<file path="config.mk">
export PLATFORM = sky130hd
export DESIGN_NAME = useq_core
export DESIGN_NICKNAME = d
export VERILOG_FILES = /design/src/rtl/useq_core.sv
export SDC_FILE = /design/constraint.sdc
export NUM_CORES = 1
export LEC_CHECK = 0
export ABC_CLOCK_PERIOD_IN_PS = 2000
export CAP_MARGIN = 10
export CORE_AREA = 2 2 39 41
export CTS_CLUSTER_DIAMETER = 100
export DETAILED_ROUTE_END_ITERATION = 6
export DIE_AREA = 0 0 41 43
export DONT_BUFFER_PORTS = 1
export SYNTH_ARGS = -nofsm -noshare
export SYNTH_HDL_FRONTEND = slang
export SYNTH_SLANG_ARGS = --single-unit
</file>
<file path="constraint.sdc">
create_clock -name clk -period 2 [get_ports clk]
set_clock_uncertainty 0.2 [all_clocks]
set_input_delay 0.2 -clock clk [delete_from_list [all_inputs] [get_ports clk]]
set_output_delay 0.2 -clock clk [all_outputs]
set_load 0.01 [all_outputs]
</file>
<file path="src/rtl/useq_core.sv">
module useq_core #(
  parameter int AW    = 8,
  parameter int CSW   = 4,
  parameter int OW    = 16,
  parameter int DEPTH = 4,
  parameter logic [(2**AW)*(3+CSW+AW+OW)-1:0] UCODE = '0
) (
  input  logic                clk,
  input  logic                rst,
  input  logic [(2**CSW)-1:0] status_i,
  output logic [AW-1:0]       upc_o,
  output logic [OW-1:0]       ctl_o,
  output logic                stk_ovf_o,
  output logic                stk_unf_o
);
  localparam int WW  = 3 + CSW + AW + OW;
  localparam int SPW = $clog2(DEPTH + 1);
  localparam int IW  = $clog2(DEPTH);

  localparam logic [2:0] OP_BT   = 3'd1;
  localparam logic [2:0] OP_BF   = 3'd2;
  localparam logic [2:0] OP_JMP  = 3'd3;
  localparam logic [2:0] OP_CALL = 3'd4;
  localparam logic [2:0] OP_RET  = 3'd5;

  logic [AW-1:0]  pc_q, pc_nx, pc_inc, top;
  logic [WW-1:0]  word;
  logic [2:0]     op;
  logic [CSW-1:0] csel;
  logic [AW-1:0]  dest;
  logic           cond, full, empty, push, pop;
  logic [SPW-1:0] sp_q;
  logic [AW-1:0]  stk_q [DEPTH];
  logic [OW-1:0]  ctl_q;
  logic           ovf_q, unf_q;

  assign word   = UCODE[int'(pc_q)*WW +: WW];
  assign op     = word[WW-1 -: 3];
  assign csel   = word[OW+AW +: CSW];
  assign dest   = word[OW +: AW];
  assign cond   = status_i[csel];
  assign pc_inc = pc_q + 1'b1;
  assign full   = (sp_q == SPW'(DEPTH));
  assign empty  = (sp_q == '0);
  assign top    = empty ? '0 : stk_q[IW'(sp_q - 1'b1)];
  assign push   = (op == OP_CALL);
  assign pop    = (op == OP_RET);

  always_comb begin
    case (op)
      OP_BT:   pc_nx = cond ? dest : pc_inc;
      OP_BF:   pc_nx = cond ? pc_inc : dest;
      OP_JMP:  pc_nx = dest;
      OP_CALL: pc_nx = dest;
      OP_RET:  pc_nx = empty ? '0 : top;
      default: pc_nx = pc_inc;
    endcase
  end

  always_ff @(posedge clk) begin
    if (rst) begin
      pc_q  <= '0;
      sp_q  <= '0;
      ctl_q <= '0;
      ovf_q <= 1'b0;
      unf_q <= 1'b0;
    end else begin
      pc_q  <= pc_nx;
      ctl_q <= word[OW-1:0];
      if (push && !full) sp_q <= sp_q + 1'b1;
      if (pop && !empty) sp_q <= sp_q - 1'b1;
      if (push && full)  ovf_q <= 1'b1;
      if (pop && empty)  unf_q <= 1'b1;
    end
  end

  for (genvar i = 0; i < DEPTH; i++) begin : g_stk
    always_ff @(posedge clk)
      if (!rst && push && !full && sp_q == SPW'(i)) stk_q[i] <= pc_inc;
  end

  assign upc_o     = pc_q;
  assign ctl_o     = ctl_q;
  assign stk_ovf_o = ovf_q;
  assign stk_unf_o = unf_q;


  cont_step_chk: assert property (@(posedge clk) disable iff (rst)
    (op == 3'd0 || op == 3'd6 || op == 3'd7) |=> pc_q == $past(pc_q) + 1'b1);


  bt_taken_chk: assert property (@(posedge clk) disable iff (rst)
    (op == OP_BT && cond) |=> pc_q == $past(dest));


  call_push_chk: assert property (@(posedge clk) disable iff (rst)
    (push && !full) |=> (sp_q == $past(sp_q) + 1'b1 && top == $past(pc_inc)));


  ret_pop_chk: assert property (@(posedge clk) disable iff (rst)
    (pop && !empty) |=> (pc_q == $past(top) && sp_q == $past(sp_q) - 1'b1));


  no_overflow_chk: assert property (@(posedge clk) disable iff (rst)
    (push && full) |=> (stk_ovf_o && sp_q == SPW'(DEPTH)));


  ovf_sticky_chk: assert property (@(posedge clk) disable iff (rst)
    stk_ovf_o |=> stk_ovf_o);


  unf_restart_chk: assert property (@(posedge clk) disable iff (rst)
    (pop && empty) |=> (pc_q == '0 && stk_unf_o));


  unf_sticky_chk: assert property (@(posedge clk) disable iff (rst)
    stk_unf_o |=> stk_unf_o);


  sp_bound_chk: assert property (@(posedge clk) disable iff (rst)
    sp_q <= SPW'(DEPTH));
endmodule

</file>
==> results.cfg <==
[sta]
rsz0062_at_grt = false
min_period_ps = 1590
hold_viol = 0
fmax_ghz = 0.631
slew_viol_final = 0
fin_setup_tns_ps = 0
period_share = 0.793
worst_slack_ps = 414
setup_viol = 0

[yosys]
postSynth.asyncResetShare = 0
synth-seq-cells = 8
synth_edf_count = 0
synth.avg_cell_area_sq_um = 8.47
netlist_instances = 52
yosys.cell_types.count = 16
ys_seq_area_frac = 0.364
ys.flop_type = dfxtp_1
syn-cell-area_sq_um = 440
yosys.area.top_type = dfxtp_1
synth_top_area_frac = 0.364
yosys_warnings = 0
synthTopCellsByArea = dfxtp_1 36%, buf_4 31%, or3_1 4.3%

[cts]
clockRootBuffer = clkbuf_4
cts_num_sinks = 8
clk_latency_ps = 250
cts_tree = yes
cts_buffer_depth = 2
numCtsBuffers = 3
cts_resized = 0
h-tree-depth = 1
path_clk_slew_ps = 60

[routing]
wire_per_inst_um = 9.34
routed_via_density = 4.13
drtIter0Drc = 0
detail-route-antenna-nets = 0
remaining_drc_errors = 0
first_pass_iters = 1
vias = 289
finalWirelength_um = 654

[final_layout]
final_net_count = 75
syn2layout_area_growth_pct = -5.11
fillCellCount = 155
largest_register_ffs = 8
n_antenna_cell = 0
drive_gt1_frac = 0.0556

[floorplan]
die_area_sq_um = 1760
dieHeight_um = 43
std_cell_rows = 14
coreArea_sq_um = 1380
die_x_um = 41
initial_core_util = 0.318
io-pin-count = 44

[global_routing]
grt_pass1_wl_um = 876
grt_max_degree = 9
grt_pass1_vias = 203
grt_usage = 0.0786
gr-total-overflow = 0
antenna_found_initial = 0

[setup_path]
reg2reg_slack_ps = 410
crit_path_end_kind = flop
required_ps = 1990
crit_fanout = 5
arrival_ps = 1570
startpoint_type = flop
path_class = flop to flop

[power]
cellLeakagePower_nw = 0.176
p_per_area_nw_per_um2 = 769
p_total_w = 0.000321
ir_worst_vdd_mv = 0.444

[worst_hold_path]
hold_path_class = flop to flop

[flow_run]
maxCapViolCount = 0

[place]
place.gp.congestion = 0.659
place.detailed.hpwl_um = 505
io_buffer_count = 0
dp_slack_ps = 399

[outcome]
status = completed
cell usage after synthesis, drive strengths merged, types with 2 or more instances:
cell type / instances
nand3: 3
o21ai: 3
or3: 3
a21oi: 3
buf: 18
xnor2: 2
dfxtp: 8
nor2: 4
power by group:
| part | internal, W | total (W) | switching, W |
|---|---|---|---|
| registers | 0.000165 | 0.000174 | 0.00000946 |
| logic | 0.00000632 | 0.0000269 | 0.0000205 |
| clock network | 0.0000685 | 0.000120 | 0.0000519 |
through the flow:
stage                     std cells  hold WS (ps)  cell area [sq um]  utilization
after global placement           66          68.7                385        0.278
after global routing             70           375                418        0.302
after floorplan                  69           267                504            -
final                            70           323                418        0.302
after CTS                        70           329                418        0.302
after detailed placement         66          69.5                385        0.278
area by class of cell:
cell class,count,area [sq um],area share
flip-flops and latches,8,160,0.383
repair buffers,1,10.0,0.0240
well taps,16,20.0,0.0479
multi-input cells,41,201,0.482
clock buffers,3,22.5,0.0539
inverters,1,3.75,0.00898
cells by family after synthesis:
| group | after synthesis | synth area share |
|---|---|---|
| buf+inv | 20 | 0.324 |
| simple gates | 13 | 0.148 |
| flops | 8 | 0.364 |
| compound gates | 6 | 0.0682 |
| xor+xnor | 3 | 0.0597 |
| fa+ha+maj | 1 | 0.0284 |
| other cells | 1 | 0.00851 |
cell usage in the layout, fill, tap and decap left out:
cell,count
nor2_1,4
clkbuf_4,3
inv_1,1
nor2b_1,1
xor2_1,1
nand2_1,1
nand3_1,3
dlygate4sd3_1,1
ha_1,1
dfxtp_1,8
nand4_1,1
xnor2_1,2
a21oi_1,3
o21ai_0,3
or3_1,3
conb_1,18
final timing paths:
check / start / end / cells past startpoint
max: upc_o[0] / upc_o[6] / 4
min: upc_o[0] / upc_o[0] / 1
max reg2reg: upc_o[0] / upc_o[6] / 4
min reg2reg: upc_o[0] / upc_o[0] / 1
per-layer routing:
layer  vias to the layer above  global-route usage  part of all wire
met2                        20              0.0781              0.44
met3                         0               0.105              0.17
met5                         -                   0                 0
met1                       131              0.0977              0.39
li1                        138                   -                 -
met4                         0              0.0200                 0
worst max-delay path: stages, from the launching register on:
cell and delay, ps:
dfxtp_1 450, ha_1 230, nand3_1 140, or3_1 370
a21oi_1 130
what timing repair did:
action,in CTS,in global routing
endpoints found under the hold margin,8,0
endpoints found under the setup margin,0,0
hold buffers,1,0
setup buffers,0,0
Note: power is estimated with default switching activity, not from simulation.
